File: src/rtl/sio_pkg.sv
package sio_pkg;
  typedef enum logic {MODE_ASYNC = 1'b0, MODE_SYNC = 1'b1} sio_mode_e;
  localparam int OVS   = 16;
  localparam int SUB_W = $clog2(OVS);
endpackage

File: src/rtl/sio_baud.sv
module sio_baud #(
  parameter int DIV = 4
) (
  input  logic clk,
  input  logic rst,
  output logic tick
);
  localparam int CW = (DIV > 1) ? $clog2(DIV) : 1;

  logic [CW-1:0] cnt;

  assign tick = (cnt == CW'(DIV - 1));

  always_ff @(posedge clk) begin
    if (rst || tick) cnt <= '0;
    else             cnt <= cnt + 1'b1;
  end
endmodule

File: src/rtl/sio_tx.sv
module sio_tx
  import sio_pkg::*;
#(
  parameter int DATA_W = 8
) (
  input  logic              clk,
  input  logic              rst,
  input  logic              tick,
  input  sio_mode_e         mode,
  input  logic              tx_en,
  input  logic              rx_en,
  input  logic              wr_valid,
  input  logic [DATA_W-1:0] wr_data,
  output logic              line,
  output logic              sclk_int,
  output logic              rise_stb,
  output logic              frame_start,
  output logic              buf_empty,
  output logic              busy_o
);
  localparam int FR_W = DATA_W + 2;
  localparam int BC_W = $clog2(FR_W + 1);

  logic              full;
  logic [DATA_W-1:0] buf_q;
  logic              busy;
  logic [FR_W-1:0]   frame;
  logic [BC_W-1:0]   bitcnt;
  logic [SUB_W-1:0]  sub;

  logic              is_sync;
  logic              keep;
  logic [BC_W-1:0]   last_bit;
  logic [SUB_W-1:0]  last_sub;
  logic              bit_end;
  logic              frame_end;
  logic              load;

  assign is_sync   = (mode == MODE_SYNC);
  // in synchronous mode the transmit clock also serves reception
  assign keep      = tx_en || (is_sync && rx_en);
  assign last_bit  = is_sync ? BC_W'(DATA_W - 1) : BC_W'(FR_W - 1);
  assign last_sub  = is_sync ? SUB_W'(1) : SUB_W'(OVS - 1);
  assign bit_end   = busy && tick && (sub == last_sub);
  assign frame_end = bit_end && (bitcnt == last_bit);
  assign load      = full && tick && (!busy || frame_end);

  always_ff @(posedge clk) begin
    if (rst || !keep) begin
      full   <= 1'b0;
      buf_q  <= '0;
      busy   <= 1'b0;
      frame  <= '1;
      bitcnt <= '0;
      sub    <= '0;
    end else begin
      if (load) begin
        busy   <= 1'b1;
        frame  <= is_sync ? {2'b11, buf_q} : {1'b1, buf_q, 1'b0};
        bitcnt <= '0;
        sub    <= '0;
      end else if (frame_end) begin
        busy   <= 1'b0;
        frame  <= '1;
      end else if (bit_end) begin
        frame  <= {1'b1, frame[FR_W-1:1]};
        bitcnt <= bitcnt + 1'b1;
        sub    <= '0;
      end else if (busy && tick) begin
        sub    <= sub + 1'b1;
      end

      if (wr_valid && !full) begin
        full  <= 1'b1;
        buf_q <= wr_data;
      end else if (load) begin
        full  <= 1'b0;
      end
    end
  end

  assign line        = frame[0];
  assign sclk_int    = !(busy && is_sync && (sub == '0));
  assign rise_stb    = busy && is_sync && tick && (sub == '0);
  assign frame_start = load;
  assign buf_empty   = !full;
  assign busy_o      = busy;

  assert_line_hold_R2: assert property (@(posedge clk) disable iff (rst)
    (busy && !tick && keep) |=> $stable(line));

  assert_clear_R5: assert property (@(posedge clk) disable iff (rst)
    !keep |=> (buf_empty && !busy_o));
endmodule

File: src/rtl/sio_rx.sv
module sio_rx
  import sio_pkg::*;
#(
  parameter int DATA_W = 8
) (
  input  logic              clk,
  input  logic              rst,
  input  logic              tick,
  input  sio_mode_e         mode,
  input  logic              enable,
  input  logic              rxd,
  input  logic              rise_stb,
  input  logic              frame_start,
  output logic              valid,
  output logic [DATA_W-1:0] data
);
  localparam int BC_W = $clog2(DATA_W + 2);
  localparam logic [SUB_W-1:0] MID = SUB_W'(OVS / 2 - 1);

  logic [1:0]        rsync;
  logic              rs;
  logic              is_sync;
  logic              active;
  logic              armed;
  logic [SUB_W-1:0]  sub;
  logic [BC_W-1:0]   bitcnt;
  logic [DATA_W-1:0] sh;

  assign rs      = rsync[1];
  assign is_sync = (mode == MODE_SYNC);

  always_ff @(posedge clk) begin
    if (rst) rsync <= 2'b11;
    else     rsync <= {rsync[0], rxd};
  end

  always_ff @(posedge clk) begin
    if (rst) begin
      active <= 1'b0; armed <= 1'b0; sub <= '0; bitcnt <= '0;
      sh <= '0; valid <= 1'b0; data <= '0;
    end else if (!enable) begin
      active <= 1'b0; armed <= 1'b0; sub <= '0; bitcnt <= '0;
      valid <= 1'b0;
    end else begin
      valid <= 1'b0;
      if (is_sync) begin
        active <= 1'b0;
        sub    <= '0;
        if (frame_start) begin
          bitcnt <= '0;
        end else if (rise_stb) begin
          sh <= {rs, sh[DATA_W-1:1]};
          if (bitcnt == BC_W'(DATA_W - 1)) begin
            valid  <= 1'b1;
            data   <= {rs, sh[DATA_W-1:1]};
            bitcnt <= '0;
          end else begin
            bitcnt <= bitcnt + 1'b1;
          end
        end
      end else if (tick) begin
        if (!active) begin
          armed <= rs;
          if (!rs && armed) begin
            active <= 1'b1;
            sub    <= '0;
            bitcnt <= '0;
          end
        end else begin
          sub <= sub + 1'b1;
          if (sub == MID) begin
            if (bitcnt == '0) begin
              if (rs) active <= 1'b0;
              else    bitcnt <= 1'b1;
            end else if (bitcnt == BC_W'(DATA_W + 1)) begin
              active <= 1'b0;
              armed  <= 1'b0;
              if (rs) begin
                valid <= 1'b1;
                data  <= sh;
              end
            end else begin
              sh     <= {rs, sh[DATA_W-1:1]};
              bitcnt <= bitcnt + 1'b1;
            end
          end
        end
      end
    end
  end

  assert_valid_single_R6: assert property (@(posedge clk) disable iff (rst)
    valid |=> !valid);

  assert_rx_off_R7: assert property (@(posedge clk) disable iff (rst)
    !enable |=> !valid);

  assert_sync_edge_R9: assert property (@(posedge clk) disable iff (rst)
    (valid && $past(is_sync)) |-> $past(rise_stb));
endmodule

File: src/rtl/sio_ctrl.sv
module sio_ctrl
  import sio_pkg::*;
#(
  parameter int DATA_W = 8,
  parameter int DIV    = 4
) (
  input  logic              clk,
  input  logic              rst,
  input  logic              port_en,
  input  logic              tx_en,
  input  logic              rx_en,
  input  logic              sync_mode,
  input  logic              wr_valid,
  input  logic [DATA_W-1:0] wr_data,
  input  logic              rxd,
  output logic              txd,
  output logic              txd_oe,
  output logic              sclk,
  output logic              sclk_oe,
  output logic              tx_empty,
  output logic              tx_busy,
  output logic              rx_valid,
  output logic [DATA_W-1:0] rx_data
);
  sio_mode_e mode;
  logic      tick;
  logic      line;
  logic      sclk_int;
  logic      rise_stb;
  logic      frame_start;

  assign mode = sync_mode ? MODE_SYNC : MODE_ASYNC;

  sio_baud #(.DIV(DIV)) u_baud (
    .clk  (clk),
    .rst  (rst),
    .tick (tick)
  );

  sio_tx #(.DATA_W(DATA_W)) u_tx (
    .clk         (clk),
    .rst         (rst),
    .tick        (tick),
    .mode        (mode),
    .tx_en       (tx_en),
    .rx_en       (rx_en),
    .wr_valid    (wr_valid),
    .wr_data     (wr_data),
    .line        (line),
    .sclk_int    (sclk_int),
    .rise_stb    (rise_stb),
    .frame_start (frame_start),
    .buf_empty   (tx_empty),
    .busy_o      (tx_busy)
  );

  sio_rx #(.DATA_W(DATA_W)) u_rx (
    .clk         (clk),
    .rst         (rst),
    .tick        (tick),
    .mode        (mode),
    .enable      (rx_en && port_en),
    .rxd         (rxd),
    .rise_stb    (rise_stb),
    .frame_start (frame_start),
    .valid       (rx_valid),
    .data        (rx_data)
  );

  // pin stage: the port enable only gates what reaches the pins
  always_ff @(posedge clk) begin
    if (rst) begin
      txd     <= 1'b1;
      txd_oe  <= 1'b0;
      sclk    <= 1'b1;
      sclk_oe <= 1'b0;
    end else begin
      txd     <= port_en ? line : 1'b1;
      txd_oe  <= port_en;
      sclk    <= (port_en && sync_mode) ? sclk_int : 1'b1;
      sclk_oe <= port_en && sync_mode;
    end
  end

  assert_txd_parked_R3: assert property (@(posedge clk) disable iff (rst)
    !port_en |=> (txd && !txd_oe));

  assert_sclk_idle_R8: assert property (@(posedge clk) disable iff (rst)
    !sync_mode |=> (sclk && !sclk_oe));
endmodule

File: config.mk
export PLATFORM = sky130hd
export DESIGN_NAME = sio_ctrl
export DESIGN_NICKNAME = d
export VERILOG_FILES = /design/src/rtl/sio_pkg.sv /design/src/rtl/sio_baud.sv /design/src/rtl/sio_tx.sv /design/src/rtl/sio_rx.sv /design/src/rtl/sio_ctrl.sv
export SDC_FILE = /design/constraint.sdc
export NUM_CORES = 1
export LEC_CHECK = 0
export CAP_MARGIN = 20
export CORE_UTILIZATION = 56
export DETAILED_ROUTE_END_ITERATION = 7
export PLACE_DENSITY = 0.79
export SLEW_MARGIN = 20
export SYNTH_ARGS = -nofsm -noshare
export SYNTH_HDL_FRONTEND = slang
export SYNTH_SLANG_ARGS = --single-unit
File: constraint.sdc
create_clock -name clk -period 2.6 [get_ports clk]
set_input_delay 0.52 -clock clk [delete_from_list [all_inputs] [get_ports clk]]
set_output_delay 0.52 -clock clk [all_outputs]
set_load 0.005 [all_outputs]
==> results list <==
- Total power density per cell area: 584 nW/um^2
- In this run, CTS created clock tree buffers numbering 9.
- Counting tap cells, the placed design contains a total of 430 instances.
- During synthesis, Yosys emitted a total of 0 warnings.
- Clock-pin slew reported for the worst setup and hold paths after clock tree synthesis: 0.07 ns
* CTS sink count: 62
- MaxCap Viol Count: 0
* Min cycle time layout: 2.35 ns
- Worst Setup End Kind: flop
* Class of the most critical hold timing path: flop to flop
* Wirelength, routed: 6690 um
- Startpoint of the lowest-slack register-to-register path: u_baud.cnt[0]
* Cell count of the worst hold path: 1
- The finished layout holds 446 standard cells, fillers aside.
* Most used standard cell by instance count after synthesis: dfxtp_1
- The tightest hold path in the finished design has a slack of 0.420 ns.
- CTS-repair resized insts: 0
- Clock root cell: clkbuf_8
- After synthesis, the netlist uses 58 different library cells.
- The via count of the first global-routing pass came to 2428.
- Worst-skew pair later-pin latency: 0.34 ns
- The pre-antenna-repair detailed-routing pass consisted of 4 iterations.
- The total overflow left after global routing is 0.
- The detailed router placed 2599 vias in this run.
- Total of endpoints with negative setup slack in the final report: 0
* Top cells by area in the synthesized netlist: dfxtp_1 (41%), mux2i_1 (8.6%), a21oi_1 (4.3%)
- Maximum number of buffers from clock root to sink: 2
* Start point of the worst min-delay path: u_rx.rsync[0]
* Type of element launching the critical path: primary input
- Residual antenna-violating net count after detailed routing: 0
- Final hold violation count: 0
* Fraction of layout cells with a size suffix above 1: 13.8%
- Area Growth Syn to Fin: 23.1%
- In the final routed layout, each cell accounts on average for 15.0 um.
- In the finished design, the share of the clock period the worst path needs comes to 90.2%.
* HPWL after detailed placement: 4720 um
- Entering global routing, the biggest net connects 24 pins.
- For the pin with the worst max-slew slack, the measured transition is 0.484 ns.
* Number of enable-type register cells in the synthesized netlist: 0
- Global routing consumed, over all layers together, 26.2% of the routing resources.
- The setup path with the least slack is of type primary input to flop.
- Setup repair after global routing left no endpoint under its margin.
- # hold bufs at CTS: 0
* Primary FF master, synth: dfxtp_1
- Initial cell density of the core: 58.7%
- In this run the tightest slew margin relative to its limit is 66.9%.
* Site row count: 26
- Top Ports: 31
* Async set-reset flop share out of synthesis: 0%
- Data on the critical path is required at its endpoint by 2.81 ns.
* Final routed DRC violation total: 0
- Based on the critical path, the design can be clocked at up to 0.426 GHz.
* Static leakage power: 1.45 nW
* Post-DR vias/cell: 5.83
- Final Net Count: 395
- The first global-routing pass estimated 11200 um of wire.
- Number of buffers added for setup after CTS: 0
- Buffers placed on the I/O ports in this run total 30.
- The worst-case IR drop observed on VDD is 0.000401 V.
- For the worst setup path, the data arrival time is 2.55 ns.
- Violation count after the first detailed-route iteration: 170
- Synthesis handed over a netlist of 329 instances.
* Share of Yosys cell area claimed by the top area cell type: 41.1%
- The die covers 5680 sq um.
- Per-instance average area after synthesis: 9.17 sq um
- Number of max-slew violations in the final report: 0
* Library cell occupying the most area in the post-synthesis netlist: dfxtp_1
* Die boundary height: 75.4 um
- The setup check on the worst reg-to-reg path leaves a slack of 0.27 ns.
- The synthesized design contains 62 register bits.
- The endpoint identified for the worst register-to-register timing path is u_tx.frame[5].
- The design draws 2.17 mW.
- Number of antenna violations at the first check in global routing: 0
- Sequential elements use 41.1% of the synthesized area.
- The floorplan step defined a core boundary enclosing 5140 sq um.
- The mapped netlist covers 3020 sq um.
- CTS tree: done
- In this run the worst path has a maximum fanout of 8.
- Ranked by instance count, the synthesized netlist is headed by dfxtp_1 (62), nor2_1 (30), a21oi_1 (26), mux2i_1 (26), nand2b_1 (13).
* Final weighted congestion in routability-driven placement: 0.853
- Die W: 75.4 um
- Number of antenna repair diodes: 0
* Hold-critical path endpoint: u_rx.rsync[1]
- CTS H-Tree Depth: 3
* Worst reg-to-reg path cell count: 7
* Mapped Nets: 353
* Run status: finished, final reports clean
* Setup Skew: 0.00694 ns
-- routing by layer --
layer  track usage [%]  up-vias  wire (um)
met2              43.3       71       3270
met5                 0        -          0
met1              33.5     1236       2970
met4              12.3        0        100
met3              4.37        9        340
li1                  -     1283          -
-- cell usage in the layout (no fill, tap or decap), drive strengths merged, types with 10 or more instances in the layout --
cell type	count
o21ai	14
and2	10
buf	20
clkbuf	11
nand3	10
nor2	30
a21oi	29
mux2i	26
dfxtp	62
nand2b	13
clkdlybuf4s50	30
nor3	11
nand2	12
-- critical path, stage by stage --
cell             delay [ns]
clkdlybuf4s50_1        0.53
nor4b_1                0.40
o21a_1                 0.19
a31oi_1                0.15
buf_4                  0.21
a2111oi_0              0.46
a21oi_1                0.09
-- logic make-up (layout without fill, tap and decap cells) --
kind of cell | count (synthesis) | after routing | share of synthesized area, %
buffers and inverters | 26 | 73 | 3.82
and+or+nand+nor | 123 | 123 | 23.2
xor gates and xnor gates | 2 | 2 | 0.581
adders and majority gates | 8 | 8 | 3.32
AOI/OAI and AO/OA | 81 | 81 | 19.0
muxes | 27 | 27 | 9.00
DFF | 62 | 62 | 41.1
-- cell type report --
class                   instances  area, sq um
repair buffers                 50          450
inverters                       7         26.3
flip-flops and latches         62         1240
well taps                      70         87.6
clock buffers                  11          141
fillers                       414         1430
multi-input cells             241         1660
clock inverters                 5          106
-- worst max-delay path by stage --
| stage | startpoint | to | cells past startpoint |
|---|---|---|---|
| 5_1_grt | sync_mode | u_tx.frame[4] | 7 |
| 4_1_cts | sync_mode | u_tx.frame[5] | 7 |
| 6_report | sync_mode | u_tx.frame[5] | 7 |
| 3_5_place_dp | sync_mode | u_rx.data[1] | 6 |
| 3_3_place_gp | sync_mode | u_rx.data[1] | 6 |
| 2_1_floorplan | sync_mode | u_rx.bitcnt[3] | 6 |
-- flip-flops by register name (all words and copies together), names as in the netlist, 4 cells and up --
| signal | count |
|---|---|
| u_tx.buf_q | 8 |
| u_rx.data | 8 |
| u_rx.bitcnt | 4 |
| u_tx.frame | 9 |
| u_rx.sh | 8 |
| u_rx.sub | 4 |
| u_tx.sub | 4 |
| u_tx.bitcnt | 4 |
-- through the flow --
stage	utilization [%]	worst slack [ns]	cell area (sq um)	TNS [ns]
2_1_floorplan	-	0.623	3020	0
3_3_place_gp	67.4	0.0537	3470	0
3_5_place_dp	67.4	-0.0105	3470	-0.0225
4_1_cts	72.2	0.203	3710	0
5_1_grt	72.2	0.0167	3710	0
6_report	72.2	0.254	3710	0
-- power breakdown --
group          internal (mW)  leakage (nW)  switching, mW
combinational         0.0764         0.824         0.0742
sequential             0.967         0.503         0.0111
clock                  0.665         0.120          0.377
No activity file was read; power rests on OpenSTA's default activity.
